`config.mk`:
```
export PLATFORM = sky130hd
export DESIGN_NAME = os_serial_rx
export DESIGN_NICKNAME = d
export VERILOG_FILES = /design/src/rtl/os_rx_pkg.sv /design/src/rtl/os_rx_vote.sv /design/src/rtl/os_rx_frame.sv /design/src/rtl/os_rx_idle.sv /design/src/rtl/os_rx_hold.sv /design/src/rtl/os_serial_rx.sv
export SDC_FILE = /design/constraint.sdc
export NUM_CORES = 1
export LEC_CHECK = 0
export ABC_AREA = 0
export BUFFER_PORTS_ARGS = -buffer_cell sky130_fd_sc_hd__clkbuf_2
export CORE_MARGIN = 1
export CORE_UTILIZATION = 50
export DETAILED_ROUTE_END_ITERATION = 16
export PLACE_DENSITY = 0.8
export SETUP_SLACK_MARGIN = 0.05
export SYNTH_ARGS = -nofsm -noshare
export SYNTH_HDL_FRONTEND = slang
export SYNTH_SLANG_ARGS = --single-unit
```
`constraint.sdc`:
```
create_clock -name clk_i -period 3.9 [get_ports clk_i]
set_clock_uncertainty 0.15 [all_clocks]
set_input_delay 0 -clock clk_i [delete_from_list [all_inputs] [get_ports clk_i]]
set_output_delay 0 -clock clk_i [all_outputs]
set_load 0.01 [all_outputs]
```
`src/rtl/os_rx_pkg.sv`:
```
package os_rx_pkg;
  typedef enum logic [1:0] {
    ST_HUNT,
    ST_START,
    ST_DATA,
    ST_STOP
  } rx_state_e;

  function automatic logic maj3(input logic a, input logic b, input logic c);
    return (a & b) | (a & c) | (b & c);
  endfunction
endpackage

```
`src/rtl/os_rx_vote.sv`:
```
module os_rx_vote
  import os_rx_pkg::*;
#(
  parameter int OSR = 16,
  parameter int CW  = $clog2(OSR)
) (
  input  logic          clk_i,
  input  logic          rst_ni,
  input  logic          tick_i,
  input  logic          line_i,
  input  logic [CW-1:0] cnt_i,
  output logic          bit_o,
  output logic          noisy_o
);
  localparam int NS = 2;  // registered samples; the third is the live line
  localparam int MID = OSR / 2;

  logic [NS-1:0] smp_q;

  for (genvar g = 0; g < NS; g++) begin : g_tap
    always_ff @(posedge clk_i or negedge rst_ni) begin
      if (!rst_ni) smp_q[g] <= 1'b1;
      else if (tick_i && cnt_i == CW'(MID - 1 + g)) smp_q[g] <= line_i;
    end
  end

  assign bit_o   = maj3(smp_q[0], smp_q[1], line_i);
  assign noisy_o = !((smp_q[0] == smp_q[1]) && (smp_q[1] == line_i));
endmodule

```
`src/rtl/os_rx_frame.sv`:
```
module os_rx_frame
  import os_rx_pkg::*;
#(
  parameter int DATA_W = 8,
  parameter int OSR    = 16,
  parameter int CW     = $clog2(OSR)
) (
  input  logic            clk_i,
  input  logic            rst_ni,
  input  logic            en_i,
  input  logic            tick_i,
  input  logic            line_i,
  input  logic            nine_i,
  input  logic            vbit_i,
  input  logic            vnoise_i,
  output logic [CW-1:0]   cnt_o,
  output logic            hunt_o,
  output logic            accept_o,
  output logic            done_o,
  output logic            noise_o,
  output logic            stop_bad_o,
  output logic [DATA_W:0] shreg_o
);
  localparam int IW = $clog2(DATA_W + 1);
  localparam logic [CW-1:0] EVAL = CW'(OSR / 2 + 1);
  localparam logic [CW-1:0] LAST_TICK = CW'(OSR - 1);

  rx_state_e      state_q;
  logic [IW-1:0]  idx_q;
  logic           nacc_q;
  logic           mode9_q;
  logic [IW-1:0]  last_idx;

  assign last_idx = mode9_q ? IW'(DATA_W) : IW'(DATA_W - 1);
  assign hunt_o   = (state_q == ST_HUNT);

  always_ff @(posedge clk_i or negedge rst_ni) begin
    if (!rst_ni) begin
      state_q    <= ST_HUNT;
      cnt_o      <= '0;
      idx_q      <= '0;
      nacc_q     <= 1'b0;
      mode9_q    <= 1'b0;
      shreg_o    <= '0;
      accept_o   <= 1'b0;
      done_o     <= 1'b0;
      noise_o    <= 1'b0;
      stop_bad_o <= 1'b0;
    end else begin
      accept_o <= 1'b0;
      done_o   <= 1'b0;
      if (!en_i) begin
        state_q <= ST_HUNT;
        cnt_o   <= '0;
      end else if (tick_i) begin
        if (state_q == ST_HUNT) begin
          if (!line_i) begin
            state_q <= ST_START;
            cnt_o   <= CW'(1);
            mode9_q <= nine_i;
          end
        end else begin
          cnt_o <= (cnt_o == LAST_TICK) ? '0 : cnt_o + CW'(1);
          if (cnt_o == EVAL) begin
            unique case (state_q)
              ST_START: begin
                if (vbit_i) begin
                  state_q <= ST_HUNT;  // glitch
                  cnt_o   <= '0;
                end else begin
                  state_q  <= ST_DATA;
                  accept_o <= 1'b1;
                  nacc_q   <= vnoise_i;
                  idx_q    <= '0;
                  shreg_o  <= '0;
                end
              end
              ST_DATA: begin
                if (mode9_q) shreg_o <= {vbit_i, shreg_o[DATA_W:1]};
                else         shreg_o <= {1'b0, vbit_i, shreg_o[DATA_W-1:1]};
                nacc_q <= nacc_q | vnoise_i;
                idx_q  <= idx_q + IW'(1);
                if (idx_q == last_idx) state_q <= ST_STOP;
              end
              ST_STOP: begin
                done_o     <= 1'b1;
                noise_o    <= nacc_q | vnoise_i;
                stop_bad_o <= !vbit_i;
                state_q    <= ST_HUNT;
                cnt_o      <= '0;
              end
              default: state_q <= ST_HUNT;
            endcase
          end
        end
      end
    end
  end
endmodule

```
`src/rtl/os_rx_idle.sv`:
```
module os_rx_idle #(
  parameter int DATA_W = 8,
  parameter int OSR    = 16
) (
  input  logic clk_i,
  input  logic rst_ni,
  input  logic en_i,
  input  logic tick_i,
  input  logic line_i,
  input  logic nine_i,
  input  logic hunt_i,
  input  logic accept_i,
  output logic idle_set_o
);
  localparam int LIM8 = (DATA_W + 2) * OSR;
  localparam int LIM9 = (DATA_W + 3) * OSR;
  localparam int QW = $clog2(LIM9 + 1);

  logic [QW-1:0] run_q;
  logic          armed_q;
  logic [QW-1:0] limit;

  assign limit = nine_i ? QW'(LIM9) : QW'(LIM8);

  always_ff @(posedge clk_i or negedge rst_ni) begin
    if (!rst_ni) begin
      run_q      <= '0;
      armed_q    <= 1'b0;
      idle_set_o <= 1'b0;
    end else begin
      idle_set_o <= 1'b0;
      if (!en_i) begin
        run_q   <= '0;
        armed_q <= 1'b0;
      end else begin
        if (accept_i) armed_q <= 1'b1;
        if (tick_i) begin
          if (!hunt_i || !line_i || !armed_q) begin
            run_q <= '0;
          end else if (run_q + QW'(1) == limit) begin
            run_q      <= '0;
            armed_q    <= 1'b0;
            idle_set_o <= 1'b1;
          end else begin
            run_q <= run_q + QW'(1);
          end
        end
      end
    end
  end
endmodule

```
`src/rtl/os_rx_hold.sv`:
```
module os_rx_hold #(
  parameter int DATA_W = 8
) (
  input  logic              clk_i,
  input  logic              rst_ni,
  input  logic              done_i,
  input  logic [DATA_W:0]   char_i,
  input  logic              noise_i,
  input  logic              stop_bad_i,
  input  logic              idle_set_i,
  input  logic              stat_rd_i,
  input  logic              data_rd_i,
  output logic [DATA_W-1:0] data_o,
  output logic              bit8_o,
  output logic              full_o,
  output logic              overrun_o,
  output logic              noise_o,
  output logic              frame_err_o,
  output logic              idle_o
);
  logic rd_armed_q;
  logic clr;
  logic full_eff;

  assign clr      = data_rd_i && rd_armed_q;
  assign full_eff = full_o && !clr;

  always_ff @(posedge clk_i or negedge rst_ni) begin
    if (!rst_ni) begin
      rd_armed_q  <= 1'b0;
      data_o      <= '0;
      bit8_o      <= 1'b0;
      full_o      <= 1'b0;
      overrun_o   <= 1'b0;
      noise_o     <= 1'b0;
      frame_err_o <= 1'b0;
      idle_o      <= 1'b0;
    end else begin
      if (stat_rd_i) rd_armed_q <= 1'b1;
      if (clr) begin
        rd_armed_q  <= 1'b0;
        full_o      <= 1'b0;
        overrun_o   <= 1'b0;
        noise_o     <= 1'b0;
        frame_err_o <= 1'b0;
        idle_o      <= 1'b0;
      end
      if (idle_set_i) idle_o <= 1'b1;
      if (done_i) begin
        if (full_eff) begin
          overrun_o <= 1'b1;  // keep older character
        end else begin
          data_o      <= char_i[DATA_W-1:0];
          bit8_o      <= char_i[DATA_W];
          full_o      <= 1'b1;
          noise_o     <= noise_i;
          frame_err_o <= stop_bad_i;
        end
      end
    end
  end
endmodule

```
`src/rtl/os_serial_rx.sv`:
```
module os_serial_rx #(
  parameter int DATA_W = 8,
  parameter int OSR    = 16
) (
  input  logic              clk_i,
  input  logic              rst_ni,
  input  logic              rxd_i,
  input  logic              tick16_i,
  input  logic              rx_en_i,
  input  logic              nine_bit_i,
  input  logic              stat_rd_i,
  input  logic              data_rd_i,
  output logic [DATA_W-1:0] data_o,
  output logic              bit8_o,
  output logic              full_o,
  output logic              overrun_o,
  output logic              noise_o,
  output logic              frame_err_o,
  output logic              idle_o
);
  localparam int CW = $clog2(OSR);

  logic [CW-1:0]   cnt;
  logic            vbit, vnoise;
  logic            hunt, accept, done, f_noise, f_stop_bad, idle_set;
  logic [DATA_W:0] shreg;

  os_rx_vote #(.OSR(OSR), .CW(CW)) u_vote (
    .clk_i, .rst_ni,
    .tick_i (tick16_i),
    .line_i (rxd_i),
    .cnt_i  (cnt),
    .bit_o  (vbit),
    .noisy_o(vnoise)
  );

  os_rx_frame #(.DATA_W(DATA_W), .OSR(OSR), .CW(CW)) u_frame (
    .clk_i, .rst_ni,
    .en_i      (rx_en_i),
    .tick_i    (tick16_i),
    .line_i    (rxd_i),
    .nine_i    (nine_bit_i),
    .vbit_i    (vbit),
    .vnoise_i  (vnoise),
    .cnt_o     (cnt),
    .hunt_o    (hunt),
    .accept_o  (accept),
    .done_o    (done),
    .noise_o   (f_noise),
    .stop_bad_o(f_stop_bad),
    .shreg_o   (shreg)
  );

  os_rx_idle #(.DATA_W(DATA_W), .OSR(OSR)) u_idle (
    .clk_i, .rst_ni,
    .en_i      (rx_en_i),
    .tick_i    (tick16_i),
    .line_i    (rxd_i),
    .nine_i    (nine_bit_i),
    .hunt_i    (hunt),
    .accept_i  (accept),
    .idle_set_o(idle_set)
  );

  os_rx_hold #(.DATA_W(DATA_W)) u_hold (
    .clk_i, .rst_ni,
    .done_i     (done),
    .char_i     (shreg),
    .noise_i    (f_noise),
    .stop_bad_i (f_stop_bad),
    .idle_set_i (idle_set),
    .stat_rd_i,
    .data_rd_i,
    .data_o,
    .bit8_o,
    .full_o,
    .overrun_o,
    .noise_o,
    .frame_err_o,
    .idle_o
  );
endmodule

```
==> summary.md, run 1 <==
| Metric | Value |
|---|---|
| Crit-path max FO | `17` |
| Die height | `around 75 µm` |
| Fin. max-slew vios | `0` |
| Area Growth Syn to Fin | `12.52%` |
| Core Rows | `26` |
| Slew of the pin with the lowest slew margin | `0.8167 ns` |
| Crit-path cells | `inv_1, ha_1, and2b_1, nand3_1, nor2_1, nand3_1, nand2_1` |
| Diodes inserted | `0` |
| Kind of critical path | `register to register` |
| LEAKAGE | `1.438 nW` |
| Critical path endpoint category | `register` |
| Avg WL per Cell | `between 10 and 15 µm` |
| Routed vias | `slightly above 2000` |
| Total CTS buffers | `5` |
| Final instance area | `roughly 0.0030 mm²` |
| Asr flop ratio synth | `100.0%` |
| Drt initial violations | `between 100 and 150` |
| Setup TNS | `0 ns` |
| Met3 Use GR | `under 10%` |
| Synth area leaders | `dfrtp_1 (47%), ha_1 (5.6%), mux2_2 (5.5%)` |
| RSZ-0062 raised after global routing | `no` |
| GR peak layer | `met2` |
| Largest net degree at the start of global routing | `between 50 and 60` |
| Synthesis warning total | `0` |
| Top-count cell post-synth | `dfrtp_1` |
| Reg-to-reg endpoint | `u_frame.shreg_o[7]` |
| Rel. slew slack | `44.47%` |
| DRC | `0` |
| Vias in the first global route | `about 1800` |
| Placer congestion estimate | `just under 0.9` |
| Distinct cells, synth | `51` |
| Total track usage | `between 10% and 20%` |
| Worst R2R Path Depth | `7` |
| Top post-synthesis cells by count | `dfrtp_1 (50), nand2_1 (30), nand3_1 (19)` |
| Post-Syn Area | `0.002659 mm²` |
| 1st-pass router iterations | `4` |
| Yosys reg bits | `between 50 and 60` |
| Share of the synthesized area in the top cell type | `between 40 and 50%` |
| CTS Buffer Depth | `2` |
| # resized after CTS | `0` |
| Status | `completed` |
| Drt total wl | `just over 5000 µm` |
| Root Driver | `clkbuf_8` |
| WP data arrival | `between 2 and 3 ns` |
| Crit path from | `u_frame.state_q[0]` |
| Most used cell, CP | `nand3_1` |
| Initial antenna violation count | `0` |
| Final Power | `roughly 0.94 mW` |
| Die width | `roughly 75 µm` |
| Critical path data required time | `about 4 ns` |
| Period minus WS final | `around 2.7 ns` |
| Seq/Total Area, Yosys | `approximately half` |
| Tcrit/Tclk final | `~69%` |
| Avg Cell Area, Syn | `slightly above 10 µm²` |
| GR Util met2 | `33.03%` |
| Grt ovf | `0` |
| Area of placed instances | `~0.0028 mm²` |
| Core Area | `roughly 0.0051 mm²` |
| DRT antenna net count | `0` |
| IO buf count | `21` |
| Fmax | `about 0.37 GHz` |
| Max IR drop VDD | `around 0.00016 V` |
| Worst Path Buf+Inv | `1` |
| I/O pin cnt | `22` |
| Clock H-tree levels | `2` |
| Setup Buffers After CTS | `0` |
| Nets@finish | `~310` |
| Min-delay worst type | `input pin to asynchronous set/reset pin` |
| Synth area leader | `dfrtp_1` |
| MaxCap Viol Count | `0` |
| CP max stage cell | `nor2_1` |
| Hold Vio Cnt, Final | `0` |
| Clk sinks | `52` |
| CTS tree | `built` |
| DP HPWL | `around 3600 µm` |
| CTS clock-pin slew for the worst setup and hold paths | `~0.10 ns` |
| Worst skew pair latency | `roughly 0.31 ns` |
| Worst setup SP type | `register` |
| Worst path depth | `7` |
| Setup violators final | `0` |
| Grt met1 use | `roughly a quarter` |
| Post-Synthesis Cells | `260` |
| Die area | `about 0.0056 mm²` |
| Via density | `~5.7` |
| Crit-path max cell delay | `~0.7 ns` |
| Final Core Density | `roughly 60%` |
| Share of post-route cells with drive strength above 1 | `18.06%` |
| Ys flop type | `dfrtp_1` |
| First-pass GRT wire length | `about 8300 µm` |
| Starting Density | `between 50 and 60%` |
| Syn_nets | `280` |
| Worst R2R Setup Slack | `roughly 1.2 ns` |
| Hold_buf cts | `9` |
| PD cells | `315.4 mW/mm²` |
| Worst setup endpoint | `u_frame.shreg_o[7]` |
| Worst r2r src | `u_frame.state_q[0]` |
| Post-synth EDFFs | `0` |
| Crit-path leading delay family | `simple AND/OR/NAND/NOR gates` |
[kinds of logic (layout without fill, tap and decap cells)]
family / Yosys count / after routing / share of synthesized area [%]
fa+ha+maj: 12 / 12 / 5.647
xor+xnor: 4 / 4 / 1.882
buf+inv: 23 / 51 / 3.717
compound gates: 61 / 61 / 15.77
simple gates: 93 / 93 / 17.55
mux: 15 / 15 / 6.400
flops: 52 / 52 / 49.04
[per-stage QoR]
stage                     cells  hold slack, ns  worst slack (ns)
final                       358          0.1821             1.193
after global routing        358          0.2541            0.9966
after CTS                   358          0.2085             1.246
after detailed placement    341        0.008581             1.289
after global placement      341       -0.001294             1.404
after floorplan             260         -0.4456             2.080
[layout make-up]
class / count / area [µm²]
Fill cell: 433 / 2116
Timing Repair Buffer: 31 / 202.7
Inverter: 12 / 45.04
Clock inverter: 3 / 27.53
Multi-Input combinational cell: 185 / 1256
Clock buffer: 5 / 68.82
Sequential cell: 52 / 1304
Tap cell: 70 / 87.58
[power breakdown]
part           total, mW  internal, mW  switching [mW]  leakage, nW
clock network      0.326         0.132           0.194       0.0463
logic             0.0659        0.0265          0.0394        0.689
registers          0.552         0.544         0.00767        0.703
total              0.944         0.703           0.241         1.44
[metal layers]
metal / share of wire, % / vias to the layer above
met1: 45 / 1007
met5: 0 / -
met3: 3.3 / 11
met4: 2.6 / 0
li1: - / 978
met2: 49 / 48
[worst reg2reg max path: stages, from the launching register on]
cell and delay [ns]:
dfrtp_1 0.41, inv_1 0.08, ha_1 0.26, and2b_1 0.27
nand3_1 0.49, nor2_1 0.70, nand3_1 0.18, nand2_1 0.12
[flip-flops by register name, summed over array words and instances, names as in the netlist, 2 cells and up]
signal	cells
u_frame.state_q	2
u_idle.run_q	8
u_frame.idx_q	4
u_frame.cnt_o	4
u_vote.smp_q	2
u_hold.data_o	8
u_frame.shreg_o	9
[worst min-delay path by stage]
| stage | to | startpoint | slack (ns) | cells after the start |
|---|---|---|---|---|
| 6_report | u_idle.run_q[6] | rst_ni | 0.18 | 3 |
| 5_1_grt | u_idle.run_q[7] | rst_ni | 0.25 | 3 |
| 4_1_cts | u_hold.idle_o | rst_ni | 0.21 | 3 |
| 3_5_place_dp | u_idle.run_q[6] | rst_ni | 0.009 | 2 |
| 3_3_place_gp | u_idle.run_q[6] | rst_ni | -0.001 | 2 |
| 2_1_floorplan | u_frame.accept_o | rst_ni | -0.45 | 0 |
[cell usage in the layout, fill, tap and decap left out, drive strengths merged, types with 2 or more instances in the layout]
cell type / instances
a211oi: 3
a21oi: 8
a22o: 2
a31oi: 5
and3: 3
clkbuf: 26
dfrtp: 50
dfstp: 2
dlygate4sd3: 9
ha: 12
inv: 13
mux2: 13
mux2i: 2
nand2: 30
nand2b: 6
nand3: 19
nand3b: 2
nand4: 3
nand4b: 2
nor2: 16
nor2b: 3
nor3: 4
o211ai: 2
o21ai: 27
o2bb2ai: 2
o41ai: 2
xnor2: 3
Power figures use the tool's default switching activity.
==> inputs of run 2 (changes only) <==
==> constraint.sdc (replaced) <==
create_clock -name clk_i -period 2.5 [get_ports clk_i]
set_clock_uncertainty 0.15 [all_clocks]
set_input_delay 0 -clock clk_i [delete_from_list [all_inputs] [get_ports clk_i]]
set_output_delay 0 -clock clk_i [all_outputs]
set_load 0.01 [all_outputs]
==> run 2 against run 1 <==
Global-route usage increased by 0.89 points. Non-clock buffer count rose by 5. Core utilization grew 0.73 points. Register-to-register slack lost 0.98 ns. Clock power increased by 56%. Flip-flop and latch count stayed put. First-iteration DRC count shrank 29%. Power is 56% higher. Maximum frequency is 18% higher. Die area unchanged. Worst hold slack better by 0.061 ns. Critical endpoint is now u_frame.nacc_q. Largest power group unchanged.
==> summary.md, run 2 (same netlist as run 1, synthesis figures left out) <==
| Metric | Value |
|---|---|
| Status | `completed` |
| Final Power | `1.474 mW (+56%)` |
| CTS Buffer Depth | `2 (unchanged)` |
| Critical path data required time | `2.54 ns (-1.47 ns)` |
| Total track usage | `20.49% (+0.89 points)` |
| # resized after CTS | `0 (unchanged)` |
| Met3 WL | `156 µm (-7.7%)` |
| Fin. max-slew vios | `0 (unchanged)` |
| Kind of critical path | `register to register` |
| RSZ-0062 raised after global routing | `no` |
| Met1 wire length | `2431 µm (+4.7%)` |
| Commonest non-fill, non-tap cells in the layout | `dfrtp_1 (50), nand2_1 (30), clkbuf_2 (21), nand3_1 (19), o21ai_1 (18)` |
| Crit-path cells | `ha_1, a211oi_4, mux2i_2, nor2_1, buf_4, o21ai_0, o21ai_0` |
| Commonest non-fill, non-tap cell in the layout | `dfrtp_1` |
| LEAKAGE | `1.463 nW (+1.8%)` |
| Root Driver | `clkbuf_8` |
| Setup TNS | `0 ns (unchanged)` |
| Largest net degree at the start of global routing | `44 (-17%)` |
| Setup violators final | `0 (unchanged)` |
| First-pass GRT wire length | `8625 µm (+3.7%)` |
| CTS tree | `built` |
| Starting Density | `52.06% (unchanged)` |
| Min-delay worst type | `input pin to asynchronous set/reset pin` |
| Drt total wl | `5349 µm (+3.3%)` |
| Max layer used | `met4` |
| Nets@finish | `312 (+1.6%)` |
| Vias in the first global route | `1919 (+4.0%)` |
| Regs by FF count | `u_frame.shreg_o (9), u_hold.data_o (8), u_idle.run_q (8)` |
| Drt initial violations | `98 (-29%)` |
| IO buf count | `21 (unchanged)` |
| Slew of the pin with the lowest slew margin | `1.045 ns (+0.2282 ns)` |
| Worst setup SP type | `register` |
| Critical path endpoint category | `register` |
| Hold Vio Cnt, Final | `0 (unchanged)` |
| Period minus WS final | `2.286 ns (-0.4214 ns)` |
| CP max stage cell | `mux2i_2` |
| Fin cells | `363 (+1.4%)` |
| Core Rows | `26 (unchanged)` |
| Placed cell count | `346 (+1.5%)` |
| Worst skew pair latency | `0.31 ns (about the same)` |
| Clock H-tree levels | `2 (unchanged)` |
| Initial antenna violation count | `0 (unchanged)` |
| Core Area | `0.005107 mm² (unchanged)` |
| Die width | `74.92 µm (unchanged)` |
| CTS clock-pin slew for the worst setup and hold paths | `0.10 ns (about the same)` |
| Die area | `0.005613 mm² (unchanged)` |
| Crit-path leading delay family | `multiplexers` |
| Rel. slew slack | `30.34% (-14 points)` |
| Tcrit/Tclk final | `91.44% (+22 points)` |
| Die height | `74.92 µm (unchanged)` |
| PnR worst setup slack | `0.2139 ns (-0.9786 ns)` |
| Max FFs per register | `9 (unchanged)` |
| Most used cell, CP | `o21ai_0` |
| DRT antenna net count | `0 (unchanged)` |
| 1st-pass router iterations | `4 (unchanged)` |
| Share of post-route cells with drive strength above 1 | `19.45% (+1.4 points)` |
| Routed vias | `2038 (-0.29%)` |
| Grt ovf | `0 (unchanged)` |
| Max IR drop VDD | `0.0002257 V (+38%)` |
| Crit-path max cell delay | `0.63 ns (-0.07 ns)` |
| Area Growth Syn to Fin | `13.93%` |
| DRC | `0 (unchanged)` |
| Crit-path max FO | `15 (-2)` |
| Pre-CTS setup slack | `0.2432 ns (-1.046 ns)` |
| PD cells | `486.6 mW/mm² (+54%)` |
| Total CTS buffers | `5 (unchanged)` |
| Hold Slack | `0.2434 ns (+0.06130 ns)` |
| DP HPWL | `3756 µm (+5.3%)` |
| Largest reg by FF count | `u_frame.shreg_o` |
| Fmax | `0.4374 GHz (+18%)` |
| Via density | `5.614 (-1.7%)` |
| WP data arrival | `2.33 ns (-0.48 ns)` |
| Met2 WL | `2622 µm (+2.7%)` |
| Clk sinks | `52 (unchanged)` |
| Worst Path Buf+Inv | `1 (unchanged)` |
| I/O pin cnt | `22 (unchanged)` |
| Placer congestion estimate | `0.8482 (-2.9%)` |
| Diodes inserted | `0 (unchanged)` |
| MaxCap Viol Count | `0 (unchanged)` |
| Avg WL per Cell | `14.74 µm (+1.8%)` |
==> run 2: cell count changes in the layout (fill, tap and decap cells not counted) <==
cell,previous run,this run
buf_4,1,6
==> run 2: final cells by class <==
class / instances / area [µm²]
fill: 437 / 2078
tap: 70 / 87.58
timing repair buffer: 36 / 240.2
clock buffer: 5 / 68.82
multi-input combinational: 185 / 1256
clock inverter: 3 / 27.53
inverter: 12 / 45.04
sequential: 52 / 1304
==> run 2: timing repair <==
action,4_1_cts,5_1_grt
hold buffers,9,0
hold endpoints to repair,53,0
setup buffers,0,0
==> run 2: worst paths after layout <==
check	depth (start not counted)	end	start	slack [ns]
max	7	u_frame.nacc_q	u_vote.smp_q[0]	0.21
min	2	u_idle.run_q[7]	rst_ni	0.24
max reg2reg	7	u_frame.nacc_q	u_vote.smp_q[0]	0.21
min reg2reg	1	u_hold.idle_o	u_idle.idle_set_o	0.30
max in group asynchronous	3	u_hold.idle_o	rst_ni	1.27
min in group clk_i	3	u_hold.overrun_o	data_rd_i	0.29
==> run 2: where the power goes <==
part | switching [mW] | internal (mW)
Clock | 0.302 | 0.206
Sequential | 0.0117 | 0.849
Combinational | 0.0624 | 0.0432
==> run 2: per-layer routing <==
| metal | global-route usage, % | vias up |
|---|---|---|
| met3 | 3.213 | 12 |
| met2 | 34.63 | 45 |
| met4 | 10.48 | 0 |
| met1 | 25.48 | 989 |
| met5 | 0 | - |
| li1 | - | 992 |
==> run 2: metrics by stage <==
step	util, %	cell area (µm²)
global route	59.31	3029
floorplan	-	2659
detailed placement	55.66	2843
global placement	55.66	2843
finish	59.31	3029
CTS	59.31	3029
==> inputs of run 3 (changes only) <==
--- a/config.mk
+++ b/config.mk
@@ -11,7 +11,7 @@
 export CORE_UTILIZATION = 50
 export DETAILED_ROUTE_END_ITERATION = 16
 export PLACE_DENSITY = 0.8
-export SETUP_SLACK_MARGIN = 0.05
+export SETUP_SLACK_MARGIN = 0.5
 export SYNTH_ARGS = -nofsm -noshare
 export SYNTH_HDL_FRONTEND = slang
 export SYNTH_SLANG_ARGS = --single-unit
==> run 3 against run 2 <==
Core utilization up 2.9 points. Worst hold slack lost 0.17 ns. Sequential power about the same. Flip-flop and latch count unchanged. Setup slack improved by 0.32 ns. Clock power increased by 1%. Critical path depth unchanged. Largest power group unchanged. Highest routed layer unchanged.
==> summary.md, run 3 (same netlist as run 1, synthesis figures left out) <==
| Metric | Value |
|---|---|
| Die area | `0.005613 mm² (unchanged)` |
| IO buf count | `21 (unchanged)` |
| Die height | `74.92 µm (unchanged)` |
| Max IR drop VDD | `0.0002314 V (+2.5%)` |
| PnR worst setup slack | `0.5348 ns (+0.3209 ns)` |
| Slew of the pin with the lowest slew margin | `1.048 ns (+0.002578 ns)` |
| CTS Buffer Depth | `2 (unchanged)` |
| Initial antenna violation count | `0 (unchanged)` |
| CTS clock-pin slew for the worst setup and hold paths | `0.10 ns (about the same)` |
| LEAKAGE | `1.502 nW (+2.6%)` |
| DP HPWL | `3756 µm (unchanged)` |
| Final Power | `1.491 mW (+1.2%)` |
| Nets@finish | `318 (+1.9%)` |
| MaxCap Viol Count | `0 (unchanged)` |
| Drt initial violations | `149 (+52%)` |
| Max FFs per register | `9 (unchanged)` |
| Via density | `5.818 (+3.6%)` |
| Hold Vio Cnt, Final | `0 (unchanged)` |
| Rel. slew slack | `30.17% (-0.17 points)` |
| Diodes inserted | `0 (unchanged)` |
| 1st-pass router iterations | `4 (unchanged)` |
| Clock H-tree levels | `2 (unchanged)` |
| PD cells | `469.4 mW/mm² (-3.5%)` |
| Starting Density | `52.06% (unchanged)` |
| Regs by FF count | `u_frame.shreg_o (9), u_hold.data_o (8), u_idle.run_q (8)` |
| DRT antenna net count | `0 (unchanged)` |
| Kind of critical path | `register to register` |
| Core Rows | `26 (unchanged)` |
| Area Growth Syn to Fin | `19.48%` |
| Critical path data required time | `2.56 ns (+0.02 ns)` |
| Min-delay worst type | `input pin to register` |
| Multi-input logic area | `0.001364 mm² (+8.6%)` |
| Largest net degree at the start of global routing | `44 (unchanged)` |
| Largest reg by FF count | `u_frame.shreg_o` |
| Drt total wl | `5857 µm (+9.5%)` |
| Period minus WS final | `1.965 ns (-0.3209 ns)` |
| Core Area | `0.005107 mm² (unchanged)` |
| WP data arrival | `2.03 ns (-0.30 ns)` |
| Setup TNS | `0 ns (unchanged)` |
| Total CTS buffers | `5 (unchanged)` |
| Hold Slack | `0.07357 ns (-0.1698 ns)` |
| Total track usage | `20.69% (+0.20 points)` |
| Final instance area | `0.003177 mm² (+4.9%)` |
| Status | `completed` |
| Commonest non-fill, non-tap cells in the layout | `dfrtp_1 (50), nand2_1 (30), clkbuf_2 (21), nand3_1 (18), o21ai_1 (18)` |
| CTS tree | `built` |
| Crit-path max FO | `6 (-9)` |
| Tcrit/Tclk final | `78.61% (-13 points)` |
| Setup violators final | `0 (unchanged)` |
| Worst skew pair latency | `0.32 ns (about the same)` |
| Root Driver | `clkbuf_8` |
| Storage element area | `0.001304 mm² (unchanged)` |
| Grt ovf | `0 (unchanged)` |
| Fmax | `0.5088 GHz (+16%)` |
| Vias in the first global route | `1893 (-1.4%)` |
| Commonest non-fill, non-tap cell in the layout | `dfrtp_1` |
| Placed cell count | `346 (unchanged)` |
| Area of placed instances | `0.002843 mm² (unchanged)` |
| Avg WL per Cell | `15.87 µm (+7.7%)` |
| Fin. max-slew vios | `0 (unchanged)` |
| DRC | `0 (unchanged)` |
| Placer congestion estimate | `0.8482 (unchanged)` |
| Pre-CTS setup slack | `0.2432 ns (unchanged)` |
| Die width | `74.92 µm (unchanged)` |
| Fill cells | `396 (-9.4%)` |
| Critical path endpoint category | `register` |
| Fin cells | `369 (+1.7%)` |
| Routed vias | `2147 (+5.3%)` |
| RSZ-0062 raised after global routing | `yes` |
| Final Core Density | `62.20% (+2.9 points)` |
| First-pass GRT wire length | `8673 µm (+0.56%)` |
| Clk sinks | `52 (unchanged)` |
| I/O pin cnt | `22 (unchanged)` |
| Worst setup SP type | `register` |
| Share of post-route cells with drive strength above 1 | `26.42% (+7.0 points)` |
-- run 3: changes by cell type in the layout (fill, tap and decap cells not counted), moves of 2 or more --
cell           previous run  this run
buf_4                     6        14
ha_1                     12         9
dlygate4sd3_1             9         7
ha_4                      0         2
nor3_1                    3         1
nor3_2                    0         2
o41ai_1                   2         0
o41ai_2                   0         2
-- run 3: layout make-up --
cell class	count	share of cell area [%]
clock buffer	5	2.166
clock inverter	3	0.8665
inverter	12	1.418
multi-input combinational	185	42.93
sequential	52	41.04
tap	70	2.757
timing repair buffer	42	8.822
-- run 3: power by group --
group	total, mW	internal, mW	switching, mW
Clock	0.513	0.206	0.307
Sequential	0.862	0.849	0.0130
Combinational	0.116	0.0468	0.0694
Total	1.49	1.10	0.389
-- run 3: path summary, 6_finish.rpt --
| path | startpoint | endpoint | slack, ns | depth (start not counted) |
|---|---|---|---|---|
| max in group asynchronous | rst_ni | u_hold.idle_o | 1.26 | 3 |
| min reg2reg | u_idle.idle_set_o | u_hold.idle_o | 0.30 | 1 |
| max | u_vote.smp_q[1] | u_frame.cnt_o[2] | 0.53 | 7 |
| min | rxd_i | u_idle.armed_q | 0.07 | 4 |
| max reg2reg | u_vote.smp_q[1] | u_frame.cnt_o[2] | 0.53 | 7 |
| min in group asynchronous | rst_ni | u_idle.run_q[4] | 0.25 | 2 |
-- run 3: metal layers --
metal | routed length, µm | vias to the layer above | track usage (%)
li1 | - | 1004 | -
met1 | 2526 | 1054 | 25.74
met2 | 2868 | 71 | 34.53
met3 | 229 | 18 | 3.481
met4 | 233 | 0 | 11.11
met5 | 0 | - | 0
-- run 3: worst max-delay path, stage by stage, from the launching register on --
cell	delay (ns)
dfstp_2	0.61
ha_4	0.16
a211oi_4	0.04
buf_4	0.18
a211oi_4	0.24
nand2b_4	0.19
o21ai_1	0.06
a22o_1	0.23
-- run 3: what timing repair did --
action | in CTS | in global routing
setup endpoints to repair | 16 | 20
hold buffers | 7 | 0
buffers inserted | 2 | 6
hold endpoints to repair | 52 | 0
pin swaps | 1 | 2
resized for setup | 5 | 15
